### src/rtl/wgt_pkg.sv
package wgt_pkg;
   typedef enum logic [2:0] {
      RMW_IDLE    = 3'd0,
      RMW_READ    = 3'd1,
      RMW_WAIT_RD = 3'd2,
      RMW_WRITE   = 3'd3,
      RMW_WAIT_WR = 3'd4
   } rmw_state_e;
endpackage

### src/rtl/wgt_table.sv
module wgt_table #(
   parameter int KID_W  = 3,
   parameter int CNT_W  = 16,
   parameter int ADDR_W = 64,
   parameter int QID_W  = 4,
   parameter int WB_W   = 8
) (
   input  logic              clk,
   input  logic              rst_n,
   input  logic              tbl_we,
   input  logic [KID_W-1:0]  tbl_kid,
   input  logic [CNT_W-1:0]  tbl_total,
   input  logic [ADDR_W-1:0] tbl_handle,
   input  logic              tbl_sig_en,
   input  logic [QID_W-1:0]  tbl_qid,
   input  logic              wg_done,
   input  logic [KID_W-1:0]  wg_kid,
   input  logic              wb_upd,
   input  logic [KID_W-1:0]  wb_kid,
   input  logic              wb_dec,
   input  logic [KID_W-1:0]  qry_kid,
   output logic              qry_last,
   output logic              cpl_hit,
   output logic              cpl_last,
   output logic              cpl_bad,
   output logic              cpl_sig,
   output logic [ADDR_W-1:0] cpl_handle,
   output logic [QID_W-1:0]  cpl_qid,
   output logic              wb_new_zero
);
   localparam int NKERN = 1 << KID_W;

   logic              vld_q    [NKERN];
   logic [CNT_W-1:0]  cnt_q    [NKERN];
   logic [CNT_W-1:0]  tot_q    [NKERN];
   logic [ADDR_W-1:0] handle_q [NKERN];
   logic              sig_q    [NKERN];
   logic [QID_W-1:0]  qid_q    [NKERN];
   logic [WB_W-1:0]   wb_q     [NKERN];

   logic              coll;
   logic [CNT_W:0]    cnt_inc;
   logic [CNT_W:0]    qry_inc;
   logic [WB_W-1:0]   wb_cur;
   logic [WB_W-1:0]   wb_nxt;

   always_comb begin
      coll       = tbl_we && (tbl_kid == wg_kid);
      cpl_hit    = wg_done && !coll && vld_q[wg_kid];
      cpl_bad    = wg_done && !coll && !vld_q[wg_kid];
      cnt_inc    = {1'b0, cnt_q[wg_kid]} + {{CNT_W{1'b0}}, 1'b1};
      cpl_last   = cpl_hit && (cnt_inc == {1'b0, tot_q[wg_kid]});
      cpl_sig    = sig_q[wg_kid];
      cpl_handle = handle_q[wg_kid];
      cpl_qid    = qid_q[wg_kid];
      qry_inc    = {1'b0, cnt_q[qry_kid]} + {{CNT_W{1'b0}}, 1'b1};
      qry_last   = vld_q[qry_kid] && (qry_inc == {1'b0, tot_q[qry_kid]});
   end

   always_comb begin
      wb_cur = wb_q[wb_kid];
      if (wb_dec) begin
         wb_nxt = (wb_cur == '0) ? '0 : wb_cur - WB_W'(1);
      end else begin
         wb_nxt = (wb_cur == '1) ? wb_cur : wb_cur + WB_W'(1);
      end
      wb_new_zero = (wb_nxt == '0);
   end

   always_ff @(posedge clk) begin
      if (!rst_n) begin
         for (int k = 0; k < NKERN; k++) begin
            vld_q[k]    <= 1'b0;
            cnt_q[k]    <= '0;
            tot_q[k]    <= '0;
            handle_q[k] <= '0;
            sig_q[k]    <= 1'b0;
            qid_q[k]    <= '0;
            wb_q[k]     <= '0;
         end
      end else begin
         for (int k = 0; k < NKERN; k++) begin
            if (tbl_we && (tbl_kid == KID_W'(k))) begin
               vld_q[k]    <= 1'b1;
               cnt_q[k]    <= '0;
               tot_q[k]    <= tbl_total;
               handle_q[k] <= tbl_handle;
               sig_q[k]    <= tbl_sig_en;
               qid_q[k]    <= tbl_qid;
            end else if (cpl_hit && (wg_kid == KID_W'(k))) begin
               cnt_q[k] <= cnt_inc[CNT_W-1:0];
               if (cpl_last) begin
                  vld_q[k] <= 1'b0;
               end
            end
            if (wb_upd && (wb_kid == KID_W'(k))) begin
               wb_q[k] <= wb_nxt;
            end
         end
      end
   end
endmodule

### src/rtl/wgt_fifo.sv
module wgt_fifo #(
   parameter int W     = 64,
   parameter int DEPTH = 8
) (
   input  logic         clk,
   input  logic         rst_n,
   input  logic         push,
   input  logic [W-1:0] wdata,
   input  logic         pop,
   output logic [W-1:0] rdata,
   output logic         empty,
   output logic         full
);
   generate
      if (DEPTH == 1) begin : g_single
         logic [W-1:0] slot_q;
         logic         occ_q;
         always_ff @(posedge clk) begin
            if (!rst_n) begin
               slot_q <= '0;
               occ_q  <= 1'b0;
            end else if (push && !occ_q) begin
               slot_q <= wdata;
               occ_q  <= 1'b1;
            end else if (pop && occ_q) begin
               occ_q <= 1'b0;
            end
         end
         assign rdata = slot_q;
         assign empty = !occ_q;
         assign full  = occ_q;
      end else begin : g_ring
         localparam int PW = $clog2(DEPTH);
         localparam int CW = $clog2(DEPTH + 1);
         logic [W-1:0]  mem_q [DEPTH];
         logic [PW-1:0] wp_q, rp_q;
         logic [CW-1:0] cnt_q;
         logic          do_push, do_pop;

         assign do_push = push && (cnt_q != CW'(DEPTH));
         assign do_pop  = pop && (cnt_q != '0);

         always_ff @(posedge clk) begin
            if (!rst_n) begin
               wp_q  <= '0;
               rp_q  <= '0;
               cnt_q <= '0;
               for (int i = 0; i < DEPTH; i++) mem_q[i] <= '0;
            end else begin
               if (do_push) begin
                  mem_q[wp_q] <= wdata;
                  wp_q <= (wp_q == PW'(DEPTH - 1)) ? '0 : wp_q + PW'(1);
               end
               if (do_pop) begin
                  rp_q <= (rp_q == PW'(DEPTH - 1)) ? '0 : rp_q + PW'(1);
               end
               if (do_push && !do_pop) cnt_q <= cnt_q + CW'(1);
               else if (do_pop && !do_push) cnt_q <= cnt_q - CW'(1);
            end
         end
         assign rdata = mem_q[rp_q];
         assign empty = (cnt_q == '0);
         assign full  = (cnt_q == CW'(DEPTH));
      end
   endgenerate
endmodule

### src/rtl/wgt_sig_rmw.sv
module wgt_sig_rmw
   import wgt_pkg::*;
#(
   parameter int ADDR_W = 64,
   parameter int SIG_W  = 64
) (
   input  logic              clk,
   input  logic              rst_n,
   input  logic              job_vld,
   input  logic [ADDR_W-1:0] job_addr,
   output logic              job_pop,
   output logic              mem_req,
   output logic              mem_we,
   output logic [ADDR_W-1:0] mem_addr,
   output logic [SIG_W-1:0]  mem_wdata,
   input  logic              mem_gnt,
   input  logic              mem_rsp,
   input  logic [SIG_W-1:0]  mem_rdata
);
   rmw_state_e        st_q;
   logic [ADDR_W-1:0] addr_q;
   logic [SIG_W-1:0]  data_q;

   assign job_pop   = (st_q == RMW_IDLE) && job_vld;
   assign mem_req   = (st_q == RMW_READ) || (st_q == RMW_WRITE);
   assign mem_we    = (st_q == RMW_WRITE);
   assign mem_addr  = addr_q;
   assign mem_wdata = data_q;

   always_ff @(posedge clk) begin
      if (!rst_n) begin
         st_q   <= RMW_IDLE;
         addr_q <= '0;
         data_q <= '0;
      end else begin
         unique case (st_q)
            RMW_IDLE: if (job_vld) begin
               addr_q <= job_addr;
               st_q   <= RMW_READ;
            end
            RMW_READ:    if (mem_gnt) st_q <= RMW_WAIT_RD;
            RMW_WAIT_RD: if (mem_rsp) begin
               data_q <= mem_rdata - SIG_W'(1);
               st_q   <= RMW_WRITE;
            end
            RMW_WRITE:   if (mem_gnt) st_q <= RMW_WAIT_WR;
            RMW_WAIT_WR: if (mem_rsp) st_q <= RMW_IDLE;
            default:     st_q <= RMW_IDLE;
         endcase
      end
   end
endmodule

### src/rtl/wg_done_tracker.sv
module wg_done_tracker #(
   parameter int KID_W   = 3,
   parameter int CNT_W   = 16,
   parameter int ADDR_W  = 64,
   parameter int QID_W   = 4,
   parameter int WB_W    = 8,
   parameter int SIG_W   = 64,
   parameter int SIG_OFS = 8,
   parameter int Q_DEPTH = 8
) (
   input  logic              clk,
   input  logic              rst_n,
   input  logic              tbl_we,
   input  logic [KID_W-1:0]  tbl_kid,
   input  logic [CNT_W-1:0]  tbl_total,
   input  logic [ADDR_W-1:0] tbl_handle,
   input  logic              tbl_sig_en,
   input  logic [QID_W-1:0]  tbl_qid,
   input  logic              wg_done,
   input  logic [KID_W-1:0]  wg_kid,
   input  logic              wb_upd,
   input  logic [KID_W-1:0]  wb_kid,
   input  logic              wb_dec,
   output logic              wb_rsp_vld,
   output logic              wb_rsp_zero,
   input  logic [KID_W-1:0]  qry_kid,
   output logic              qry_last,
   output logic              fin_pulse,
   output logic [KID_W-1:0]  fin_kid,
   output logic [QID_W-1:0]  fin_qid,
   output logic              disp_req,
   input  logic              disp_ack,
   output logic              err_flag,
   output logic              mem_req,
   output logic              mem_we,
   output logic [ADDR_W-1:0] mem_addr,
   output logic [SIG_W-1:0]  mem_wdata,
   input  logic              mem_gnt,
   input  logic              mem_rsp,
   input  logic [SIG_W-1:0]  mem_rdata
);
   generate
      if (KID_W < 1 || KID_W > 8) begin : g_bad_kid
         $error("wg_done_tracker: KID_W out of range");
      end
      if (CNT_W < 1) begin : g_bad_cnt
         $error("wg_done_tracker: CNT_W must be positive");
      end
      if (Q_DEPTH < 1) begin : g_bad_depth
         $error("wg_done_tracker: Q_DEPTH must be positive");
      end
      if (SIG_W < 8 || ADDR_W < 8) begin : g_bad_width
         $error("wg_done_tracker: SIG_W and ADDR_W must be at least 8");
      end
   endgenerate

   logic              cpl_hit, cpl_last, cpl_bad, cpl_sig;
   logic [ADDR_W-1:0] cpl_handle;
   logic [QID_W-1:0]  cpl_qid;
   logic              wb_new_zero;
   logic              push_w, pop_w, empty_w, full_w;
   logic [ADDR_W-1:0] job_addr;

   wgt_table #(
      .KID_W(KID_W), .CNT_W(CNT_W), .ADDR_W(ADDR_W), .QID_W(QID_W), .WB_W(WB_W)
   ) u_table (
      .clk(clk), .rst_n(rst_n),
      .tbl_we(tbl_we), .tbl_kid(tbl_kid), .tbl_total(tbl_total),
      .tbl_handle(tbl_handle), .tbl_sig_en(tbl_sig_en), .tbl_qid(tbl_qid),
      .wg_done(wg_done), .wg_kid(wg_kid),
      .wb_upd(wb_upd), .wb_kid(wb_kid), .wb_dec(wb_dec),
      .qry_kid(qry_kid), .qry_last(qry_last),
      .cpl_hit(cpl_hit), .cpl_last(cpl_last), .cpl_bad(cpl_bad), .cpl_sig(cpl_sig),
      .cpl_handle(cpl_handle), .cpl_qid(cpl_qid), .wb_new_zero(wb_new_zero)
   );

   assign push_w = cpl_last && cpl_sig;

   wgt_fifo #(.W(ADDR_W), .DEPTH(Q_DEPTH)) u_fifo (
      .clk(clk), .rst_n(rst_n),
      .push(push_w), .wdata(cpl_handle + ADDR_W'(SIG_OFS)),
      .pop(pop_w), .rdata(job_addr), .empty(empty_w), .full(full_w)
   );

   wgt_sig_rmw #(.ADDR_W(ADDR_W), .SIG_W(SIG_W)) u_rmw (
      .clk(clk), .rst_n(rst_n),
      .job_vld(!empty_w), .job_addr(job_addr), .job_pop(pop_w),
      .mem_req(mem_req), .mem_we(mem_we), .mem_addr(mem_addr),
      .mem_wdata(mem_wdata), .mem_gnt(mem_gnt), .mem_rsp(mem_rsp),
      .mem_rdata(mem_rdata)
   );

   always_ff @(posedge clk) begin
      if (!rst_n) begin
         fin_pulse   <= 1'b0;
         fin_kid     <= '0;
         fin_qid     <= '0;
         wb_rsp_vld  <= 1'b0;
         wb_rsp_zero <= 1'b0;
         disp_req    <= 1'b0;
         err_flag    <= 1'b0;
      end else begin
         fin_pulse  <= cpl_last;
         if (cpl_last) begin
            fin_kid <= wg_kid;
            fin_qid <= cpl_qid;
         end
         wb_rsp_vld  <= wb_upd;
         wb_rsp_zero <= wb_upd && wb_new_zero;
         if (cpl_hit) disp_req <= 1'b1;
         else if (disp_ack) disp_req <= 1'b0;
         if (cpl_bad) err_flag <= 1'b1;
      end
   end
endmodule

### config.mk
export PLATFORM = sky130hd
export DESIGN_NAME = wg_done_tracker
export DESIGN_NICKNAME = d
export VERILOG_FILES = /design/src/rtl/wgt_pkg.sv /design/src/rtl/wgt_table.sv /design/src/rtl/wgt_fifo.sv /design/src/rtl/wgt_sig_rmw.sv /design/src/rtl/wg_done_tracker.sv
export SDC_FILE = /design/constraint.sdc
export NUM_CORES = 2
export LEC_CHECK = 0
export CORE_UTILIZATION = 40
export DETAILED_ROUTE_END_ITERATION = 16
export DONT_BUFFER_PORTS = 1
export GPL_TIMING_DRIVEN = 0
export PLACE_DENSITY = 0.6
export SLEW_MARGIN = 20
export SYNTH_ARGS = -nofsm -noshare
export SYNTH_HDL_FRONTEND = slang
export SYNTH_HIERARCHICAL = 1
export SYNTH_SLANG_ARGS = --single-unit
export TNS_END_PERCENT = 50
### constraint.sdc
create_clock -name clk -period 18.2 [get_ports clk]
set_input_delay 1.82 -clock clk [delete_from_list [all_inputs] [get_ports clk]]
set_output_delay 1.82 -clock clk [all_outputs]
set_load 0.05 [all_outputs]
==> impl_metrics.json <==
{
  "status": "finished, violations left",
  "failed_checks": "design-rule violations",
  "fmax_mhz": 105,
  "cts_tree": "built",
  "tightest_slew_ns": 1.20,
  "slew_violations": 0,
  "viasPerCell": 5.59,
  "drt_iter0_markers": 4379,
  "layout-drive-gt1-share_pct": 16.3,
  "final_common_cell": "edfxtp_1",
  "clkLatencyLatePin_ns": 0.81,
  "finalInstanceArea_mm2": 0.0808,
  "slowest_delay_ns": 0.78,
  "worstPathArrival_ns": 10.00,
  "synthCells": 5383,
  "fin_worst_skew_ns": 0.0303,
  "crit_buf_inv": 7,
  "dpl_cell_area_mm2": 0.0756,
  "antenna_left": 0,
  "setup_viol": 0,
  "cts_hold_buf": 0,
  "whs_ns": 0.501,
  "critPathKind": "input port to register",
  "synth_area_mm2": 0.0710,
  "post_cts_buffers": 0,
  "die_x_um": 423,
  "nFillCells": 15800,
  "maxCapViolCount": 0,
  "cp-start-kind": "input port",
  "first_pass_iters": 12,
  "drc": 72,
  "ir_drop_v": 0.0000968,
  "vias": 45300,
  "totalWireLength_um": 209000,
  "hpwlAfterDp_um": 145000,
  "crit_path_end_kind": "register",
  "dp_cells": 7786,
  "grt_pass1_vias": 45500,
  "gp_congestion": 0.882,
  "hp-class": "register to register",
  "slew_headroom_pct": 19.9,
  "rows": 154,
  "h-tree-depth": 4,
  "critPathMostFrequentCell": "clkbuf_1",
  "ys_warn_count": 6,
  "post_cts_resized": 0,
  "grt_pass1_wl_um": 303000,
  "grt_max_degree": 45,
  "synth_nets": 5568,
  "powerDensity_mw_per_mm2": 100,
  "hold_violations": 0,
  "ioPinCount": 313,
  "period_share_pct": 52.2,
  "layout_common_cells": "1,382 x edfxtp_1, 1,301 x nor2_1, 587 x nand2_1, 385 x mux4_2, 230 x clkbuf_1",
  "p_sw_share_pct": 23.8,
  "p_seq_share_pct": 50.9,
  "die_h_um": 423,
  "antenna_found_initial": 31,
  "area_delta_synth_final_pct": 13.8,
  "power.leakage_nw": 27.5,
  "clockRootBuffer": "clkbuf_16",
  "switching_power_w": 0.00192,
  "fp.coreArea_mm2": 0.176,
  "wl_per_cell_um": 25.8,
  "path_cells": "buf_2 > nand2b_1 > clkbuf_1 > o32ai_1 > a211oi_1 > clkbuf_1 > ha_1 > and4_1 > nor2b_1 > xor2_1 > xor2_1 > or4_1 > or4_4 > nor4_4 > clkbuf_1 > and2_1 > a21boi_1 > buf_4 > nand2_1 > o31ai_4 > buf_6 > buf_6",
  "dieArea_mm2": 0.179,
  "clk_pin_slew_ns": 0.06,
  "fin_cells": 8095,
  "pwr-share-clk_pct": 40.2,
  "cts_buffer_depth": 3,
  "rsz0062_at_grt": "false",
  "combPwrFrac_pct": 8.9,
  "setup_tns_ns": 0,
  "cts.sink_count": 1548,
  "crit_slowest_cell": "o31ai_4",
  "path_delay_family": "simple AND/OR/NAND/NOR gates",
  "cts_made_buffers": 162,
  "place.port_buffers": 0,
  "intPower_w": 0.00616,
  "avgSynthCellArea_um2": 13.2,
  "fin_crit_ns": 9.51,
  "track_usage_pct": 23.0,
  "grt_overflow": 0,
  "initial_utilization_pct": 40.3,
  "fin_total_pwr_w": 0.00809,
  "worstPathMaxFanout": 11,
  "crit_required_ns": 18.70,
  "nets": 5795
}
-- metal layers --
layer  global-route usage, %  wire length (um)  up-vias
met5                       0               111        -
met4                    8.93              7630       16
met1                    29.1             81000    23000
met2                    39.4            105000     1860
li1                        -                 -    20000
met3                    3.84             14800      409
-- worst reg2reg max path, stage by stage (launching register included) --
cell	delay (ns)
edfxtp_1	0.35
mux2_2	0.17
o32ai_1	0.07
a211oi_1	0.38
clkbuf_1	0.47
ha_1	0.29
and4_1	0.25
nor2b_1	0.17
xor2_1	0.65
xor2_1	0.24
or4_1	0.55
or4_4	0.58
nor4_4	0.57
clkbuf_1	0.66
and2_1	0.45
a21boi_1	0.23
buf_4	0.21
nand2_1	0.26
o31ai_4	0.78
buf_6	0.29
buf_6	0.23
-- registers in the layout (all words and copies together), names as in the netlist, named ones only --
register             cells
u_rmw/st_q               3
u_fifo/g_ring.wp_q       3
u_table/tot_q          128
u_fifo/g_ring.rp_q       3
u_rmw/mem_wdata         64
u_table/qid_q           32
u_rmw/mem_addr          64
u_table/cnt_q          128
wb_rsp_vld               1
fin_qid                  4
disp_req                 1
fin_kid                  3
fin_pulse                1
u_table/vld_q            8
err_flag                 1
u_fifo/g_ring.cnt_q      4
u_table/wb_q            64
wb_rsp_zero              1
u_table/handle_q       512
u_table/sig_q            8
u_fifo/g_ring.mem_q    512
-- power groups by stage --
stage	clock network [W]	registers, W	logic, W
after global placement	0	0.00422	0.000666
after CTS	0.00331	0.00412	0.000718
after floorplan	0	0.00418	0.000455
after global routing	0.00343	0.00413	0.000766
after detailed placement	0	0.00419	0.000716
final	0.00325	0.00412	0.000720
-- cell type report --
| class | instances | area, um2 | area share (%) |
|---|---|---|---|
| tap | 2340 | 2930 | 3.63 |
| inverter | 128 | 480 | 0.595 |
| buffer | 346 | 1720 | 2.13 |
| antenna | 7 | 17.5 | 0.0217 |
| timing repair buffer | 63 | 1450 | 1.79 |
| clock inverter | 69 | 611 | 0.756 |
| clock buffer | 233 | 4540 | 5.62 |
| sequential | 1548 | 44800 | 55.5 |
| multi-input combinational | 3361 | 24200 | 30.0 |
-- stage by stage --
step	utilization, %	setup slack, ns
6_report	45.8	8.69
4_1_cts	45.8	8.86
5_1_grt	45.8	8.28
2_1_floorplan	-	6.32
3_5_place_dp	42.9	8.02
3_3_place_gp	41.9	-0.623
-- path summary, 6_finish.rpt --
kind                             from                          to  slack (ns)  depth (start not counted)
setup / recovery            wg_kid[2]  u_fifo/g_ring.mem_q[2][43]        8.69                         22
hold reg to reg      u_table/vld_q[3]            u_table/vld_q[3]        0.50                          2
setup reg to reg  u_table/cnt_q[7][0]  u_fifo/g_ring.mem_q[2][43]       10.05                         20
hold / removal       u_table/vld_q[3]            u_table/vld_q[3]        0.50                          2
Note: power is estimated with default switching activity, not from simulation.
